File: config.mk
export PLATFORM = sky130hd
export DESIGN_NAME = tag_session_seq
export DESIGN_NICKNAME = d
export VERILOG_FILES = /design/src/rtl/tag_seq_pkg.sv /design/src/rtl/tag_cmd_parse.sv /design/src/rtl/tag_wdog.sv /design/src/rtl/tag_session_seq.sv
export SDC_FILE = /design/constraint.sdc
export NUM_CORES = 1
export LEC_CHECK = 0
export CORE_AREA = 2 2 110 122
export DETAILED_ROUTE_END_ITERATION = 16
export DIE_AREA = 0 0 112 124
export GPL_TIMING_DRIVEN = 0
export PLACE_DENSITY = 0.6
export SYNTH_ARGS = -nofsm -noshare
export SYNTH_HDL_FRONTEND = slang
export SYNTH_SLANG_ARGS = --single-unit
File: constraint.sdc
create_clock -name clk -period 3.2 [get_ports clk]
set_input_delay 0.48 -clock clk [delete_from_list [all_inputs] [get_ports clk]]
set_output_delay 0.48 -clock clk [all_outputs]
set_load 0.03 [all_outputs]
File: src/rtl/tag_seq_pkg.sv
`timescale 1ns/100ps
package tag_seq_pkg;

    localparam logic [7:0] OP_BEAM   = 8'h01;
    localparam logic [7:0] OP_TRIG   = 8'h02;
    localparam logic [7:0] OP_CHAL   = 8'h03;

    localparam logic [7:0] UP_BEACON = 8'hB1;
    localparam logic [7:0] UP_COMMIT = 8'hC2;
    localparam logic [7:0] UP_RESP   = 8'hD3;

    typedef enum logic [3:0] {
        S_BEACON, S_TUNE, S_KEYS, S_CSTART, S_CWAIT,
        S_COMMIT, S_CHAL, S_RSTART, S_RWAIT, S_RESP
    } state_t;

    typedef enum logic [1:0] { EV_NONE, EV_OP, EV_PAY } ev_kind_t;

    typedef struct packed {
        ev_kind_t   kind;
        logic [7:0] op;
        logic [7:0] data;
        logic       last;
    } rx_ev_t;

    // Number of payload bytes that follow an opcode.
    function automatic int unsigned pay_len(input logic [7:0] op,
                                            input int unsigned chal_len);
        case (op)
            OP_BEAM: return 1;
            OP_CHAL: return chal_len;
            default: return 0;
        endcase
    endfunction

endpackage

File: src/rtl/tag_cmd_parse.sv
`timescale 1ns/100ps
module tag_cmd_parse
    import tag_seq_pkg::*;
#(
    parameter int CHAL_BYTES = 32
) (
    input  logic       clk,
    input  logic       rst,
    input  logic       clr,
    input  logic [7:0] rx_data,
    input  logic       rx_valid,
    output rx_ev_t     ev
);
    localparam int LW = (CHAL_BYTES > 1) ? $clog2(CHAL_BYTES) : 1;

    logic          in_frame;
    logic [7:0]    cur_op;
    logic [LW-1:0] left;

    always_comb begin
        ev      = '0;
        ev.kind = EV_NONE;
        if (rx_valid) begin
            ev.data = rx_data;
            if (in_frame) begin
                ev.kind = EV_PAY;
                ev.op   = cur_op;
                ev.last = (left == '0);
            end else begin
                ev.kind = EV_OP;
                ev.op   = rx_data;
            end
        end
    end

    always_ff @(posedge clk) begin
        if (rst || clr) begin
            in_frame <= 1'b0;
            cur_op   <= '0;
            left     <= '0;
        end else if (rx_valid) begin
            if (in_frame) begin
                if (left == '0) in_frame <= 1'b0;
                else            left     <= left - 1'b1;
            end else if (pay_len(rx_data, CHAL_BYTES) != 0) begin
                in_frame <= 1'b1;
                cur_op   <= rx_data;
                left     <= LW'(pay_len(rx_data, CHAL_BYTES) - 1);
            end
        end
    end
endmodule

File: src/rtl/tag_wdog.sv
`timescale 1ns/100ps
module tag_wdog #(
    parameter int WD_W = 16
) (
    input  logic            clk,
    input  logic            rst,
    input  logic            en,
    input  logic            kick,
    input  logic [WD_W-1:0] limit,
    output logic            fire
);
    logic [WD_W-1:0] cnt;
    logic [WD_W:0]   nxt;

    assign nxt  = {1'b0, cnt} + 1'b1;
    assign fire = en && !kick && (nxt >= {1'b0, limit});

    always_ff @(posedge clk) begin
        if (rst || !en || kick || fire) cnt <= '0;
        else                            cnt <= cnt + 1'b1;
    end
endmodule

File: src/rtl/tag_session_seq.sv
`timescale 1ns/100ps
module tag_session_seq
    import tag_seq_pkg::*;
#(
    parameter int BEAM_W     = 8,
    parameter int KEY_BYTES  = 32,
    parameter int CHAL_BYTES = 32,
    parameter int WD_W       = 16
) (
    input  logic              clk,
    input  logic              rst,
    input  logic [7:0]        rx_data,
    input  logic              rx_valid,
    output logic [7:0]        tx_data,
    output logic              tx_valid,
    input  logic              tx_ready,
    output logic              rng_req,
    input  logic              rng_ack,
    input  logic [7:0]        rng_data,
    output logic [7:0]        key_data,
    output logic              key_we,
    output logic [7:0]        chal_data,
    output logic              chal_we,
    output logic              eng_start,
    output logic              eng_phase,
    input  logic              eng_done,
    output logic [BEAM_W-1:0] beam_code,
    input  logic [WD_W-1:0]   wd_limit
);
    localparam int KW = (KEY_BYTES > 1) ? $clog2(KEY_BYTES) : 1;

    state_t        state;
    rx_ev_t        ev;
    logic          wd_fire;
    logic          chal_armed;
    logic [KW-1:0] kcnt;

    tag_cmd_parse #(.CHAL_BYTES(CHAL_BYTES)) u_parse (
        .clk      (clk),
        .rst      (rst),
        .clr      (wd_fire),
        .rx_data  (rx_data),
        .rx_valid (rx_valid),
        .ev       (ev)
    );

    tag_wdog #(.WD_W(WD_W)) u_wdog (
        .clk   (clk),
        .rst   (rst),
        .en    (state == S_CHAL),
        .kick  (rx_valid),
        .limit (wd_limit),
        .fire  (wd_fire)
    );

    always_comb begin
        tx_valid = 1'b0;
        tx_data  = '0;
        case (state)
            S_BEACON: begin tx_valid = 1'b1; tx_data = UP_BEACON; end
            S_COMMIT: begin tx_valid = 1'b1; tx_data = UP_COMMIT; end
            S_RESP:   begin tx_valid = 1'b1; tx_data = UP_RESP;   end
            default:  ;
        endcase
    end

    assign rng_req   = (state == S_KEYS);
    assign eng_start = (state == S_CSTART) || (state == S_RSTART);
    assign eng_phase = (state == S_RSTART);

    always_ff @(posedge clk) begin
        if (rst) begin
            state      <= S_BEACON;
            beam_code  <= '0;
            kcnt       <= '0;
            key_we     <= 1'b0;
            key_data   <= '0;
            chal_we    <= 1'b0;
            chal_data  <= '0;
            chal_armed <= 1'b0;
        end else begin
            key_we  <= 1'b0;
            chal_we <= 1'b0;
            case (state)
                S_BEACON: if (tx_ready) state <= S_TUNE;
                S_TUNE: begin
                    if (ev.kind == EV_PAY && ev.op == OP_BEAM)
                        beam_code <= BEAM_W'(ev.data);
                    else if (ev.kind == EV_OP && ev.op == OP_TRIG) begin
                        state <= S_KEYS;
                        kcnt  <= '0;
                    end
                end
                S_KEYS: if (rng_ack) begin
                    key_we   <= 1'b1;
                    key_data <= rng_data;
                    if (kcnt == KW'(KEY_BYTES - 1)) state <= S_CSTART;
                    else                            kcnt  <= kcnt + 1'b1;
                end
                S_CSTART: state <= S_CWAIT;
                S_CWAIT:  if (eng_done) state <= S_COMMIT;
                S_COMMIT: if (tx_ready) begin
                    state      <= S_CHAL;
                    chal_armed <= 1'b0;
                end
                S_CHAL: begin
                    if (wd_fire) state <= S_BEACON;
                    else if (ev.kind == EV_OP && ev.op == OP_CHAL)
                        chal_armed <= 1'b1;
                    else if (chal_armed && ev.kind == EV_PAY && ev.op == OP_CHAL) begin
                        chal_we   <= 1'b1;
                        chal_data <= ev.data;
                        if (ev.last) begin
                            state      <= S_RSTART;
                            chal_armed <= 1'b0;
                        end
                    end
                end
                S_RSTART: state <= S_RWAIT;
                S_RWAIT:  if (eng_done) state <= S_RESP;
                S_RESP:   if (tx_ready) state <= S_BEACON;
                default:  state <= S_BEACON;
            endcase
        end
    end
endmodule

==> impl_metrics.ini <==
[cts]
clk_pin_slew_ns = 0.06
clkLatencyLatePin_ns = 0.34
clock_sinks = 66
cts_buffers = 9
cts-root-buf = clkbuf_16
h-tree-depth = 3
clockBufferDepth = 2
cts_tree = built

[worst_hold_path]
hp-class = register to register

[global_routing]
antenna_found_initial = 0
grt_pass1_wl_mm = 13.9
grt_usage = 0.126
grt_max_degree = 14
grt_pass1_vias = 2952
overflow = 0

[cells_and_area]
layout.nets = 560
syn2layout_area_growth_pct = 37.5
diodes = 0
layout-drive-gt1-share = 0.0986
fin_cells = 664

[status]
status = finished clean

[logic_synthesis]
syn-cell-area_sq_um = 3470
synth_edf_count = 0
yosysWarnings = 0
synth-seq-area-share = 0.381
synth_most_common_cell = dfxtp_1
synth.area.top_cells = dfxtp_1 38%, ha_1 7.2%, mux2i_1 4.9%, a21oi_1 4.5%, nor2_1 4.4%
ys_ff_latch = 66
ys_top_cells_by_count = 66 x dfxtp_1, 41 x nor2_1, 32 x nand2_1
yosys.area.top_type_share = 0.381
yosysUniqueCellTypes = 48
synth.largest_area_cell = dfxtp_1
synth_flop_cell = dfxtp_1
syn_inst = 415
avgSynthCellArea_sq_um = 8.35
async_reset_ff_frac = 0

[drt]
routedWlPerCell_um = 12.8
drt-initial-drc-count = 169
routed_via_density = 4.65
wl_mm = 8.52
first_pass_iters = 4
detail-route-antenna-nets = 0
num_vias = 3088
drc = 0

[critical_path]
crit_fanout = 5
critPathMaxStageDelay_ns = 0.51
slowest_stage = or4_1
cp_cell_sequence = ha_2 > nand3_1 > nor2_4 > nand4_1 > xnor2_1 > ha_1 > nand3_1 > or4_1 > and4_1 > a21oi_4 > buf_4 > buf_4 > a21oi_1
critPathRequiredTime_ns = 3.43
end_kind = register
critPathLaunchType = register
critical_path_class = register to register
critPathArrivalTime_ns = 3.26
path_buf_inv = 2
cpLargestDelayFamily = simple AND/OR/NAND/NOR gates

[die]
coreArea_sq_um = 12600
ios = 76
die-width_um = 112
core.rowCount = 43
die_area_sq_um = 13900
initial_core_util = 0.275
die_h_um = 124

[power_and_ir_drop]
power_density_nw_per_um2 = 546
ir_worst_vdd_mv = 0.449
p_leak_uw = 0.00183
design_power_total_uw = 2600

[timing]
fin_crit_sh = 0.947
worstMarginPinSlew_ns = 0.763
fmax_mhz = 330
setup_tns_ns = 0
setup_slack_ns = 0.171
skew_ns = 0.00770
max_slew_margin = 0.488
slew_violations = 0
holdWs_ns = 0.427
finalSetupViolCount = 0
hold_viol_final = 0
fin_crit_ns = 3.03

[placed_design]
post-place-ws_ns = -0.300
hpwl_mm = 6.43
gp_congestion = 0.814
port_buffers = 72
placed_cells_incl_taps = 645

[job]
max-cap-violations = 0
final timing paths:
kind	startpoint	end	slack, ns	cells after the start
worst min-delay path	u_parse.cur_op[6]$_SDFFE_PP0P_	u_parse.cur_op[6]$_SDFFE_PP0P_	0.43	2
worst max-delay path	u_wdog.cnt[0]$_SDFF_PP0_	u_parse.left[0]$_SDFFE_PP0P_	0.17	13
worst min register to register	u_parse.cur_op[6]$_SDFFE_PP0P_	u_parse.cur_op[6]$_SDFFE_PP0P_	0.43	2
worst max register to register	u_wdog.cnt[0]$_SDFF_PP0_	u_parse.left[0]$_SDFFE_PP0P_	0.17	13
kinds of logic after synthesis:
logic type / after synthesis / synth area share
and+or+nand+nor: 187 / 0.293
DFF: 66 / 0.381
buffers and inverters: 47 / 0.0563
muxes: 17 / 0.0491
AOI/OAI and AO/OA: 58 / 0.0992
xor gates and xnor gates: 19 / 0.0480
adders and majority gates: 20 / 0.0722
other: 1 / 0.00108
worst min-delay path: cells and delay by family, from the launching register on:
kind          cells  cell delay [ns]
flops             1             0.30
simple gates      2             0.08
flip-flops by register name, indices dropped and copies added, names as in the netlist:
name,cells
key_data,8
kcnt,5
u_parse.left,5
chal_data,8
u_parse.cur_op,8
key_we,1
beam_code,8
u_wdog.cnt,16
state,4
chal_we,1
chal_armed,1
u_parse.in_frame,1
area by class of cell:
class	count	area, sq um
fillers	1342	7820
multi-input cells	303	2000
flip-flops and latches	66	1320
repair buffers	76	751
clock buffers	9	225
well taps	157	196
plain buffers	21	104
inverters	25	93.8
clock inverters	7	77.6
layer usage:
layer  track usage  vias to the layer above  share of wire  wire [um]
met1         0.158                     1420           0.47       3990
met2         0.206                       61           0.47       3980
met3        0.0350                       10          0.047        404
li1              -                     1597              -          -
met5             0                        -              0          0
met4        0.0503                        0          0.016        138
report_power, final:
part	total [uW]	internal [uW]	leakage [uW]	switching [uW]
combinational	716	311	0.00115	405
sequential	886	851	0.000533	35.4
clock	1000	609	0.000146	392
metrics by stage:
step | util | area, sq um
after floorplan | - | 3470
after global placement | 0.349 | 4390
after detailed placement | 0.349 | 4390
after CTS | 0.374 | 4700
after global routing | 0.379 | 4770
final | 0.379 | 4770
layout by cell type (no fill, tap or decap), drive strengths merged, types with 2 or more instances in the layout:
master	count
clkdlybuf4s50	72
dfxtp	66
nor2	49
nand2	32
a21oi	31
nand3	29
inv	27
nor2b	21
ha	20
clkbuf	19
mux2i	17
buf	15
and2	12
xnor2	10
nand4	9
xor2	9
o21ai	9
nor3	7
and4	5
nor4	5
and3	4
nor4b	4
a211oi	4
nor3b	3
a31oi	3
a21o	3
clkinv	3
o21a	2
conb	2
or4	2
repair_timing:
item,in CTS,in global routing
gates cloned,0,0
buffers inserted,0,4
pin swaps,0,3
gates resized for setup,4,13
endpoints found under the setup margin,23,23
hold endpoints to repair,0,0
hold buffers,0,0
No activity file was read; power rests on OpenSTA's default activity.
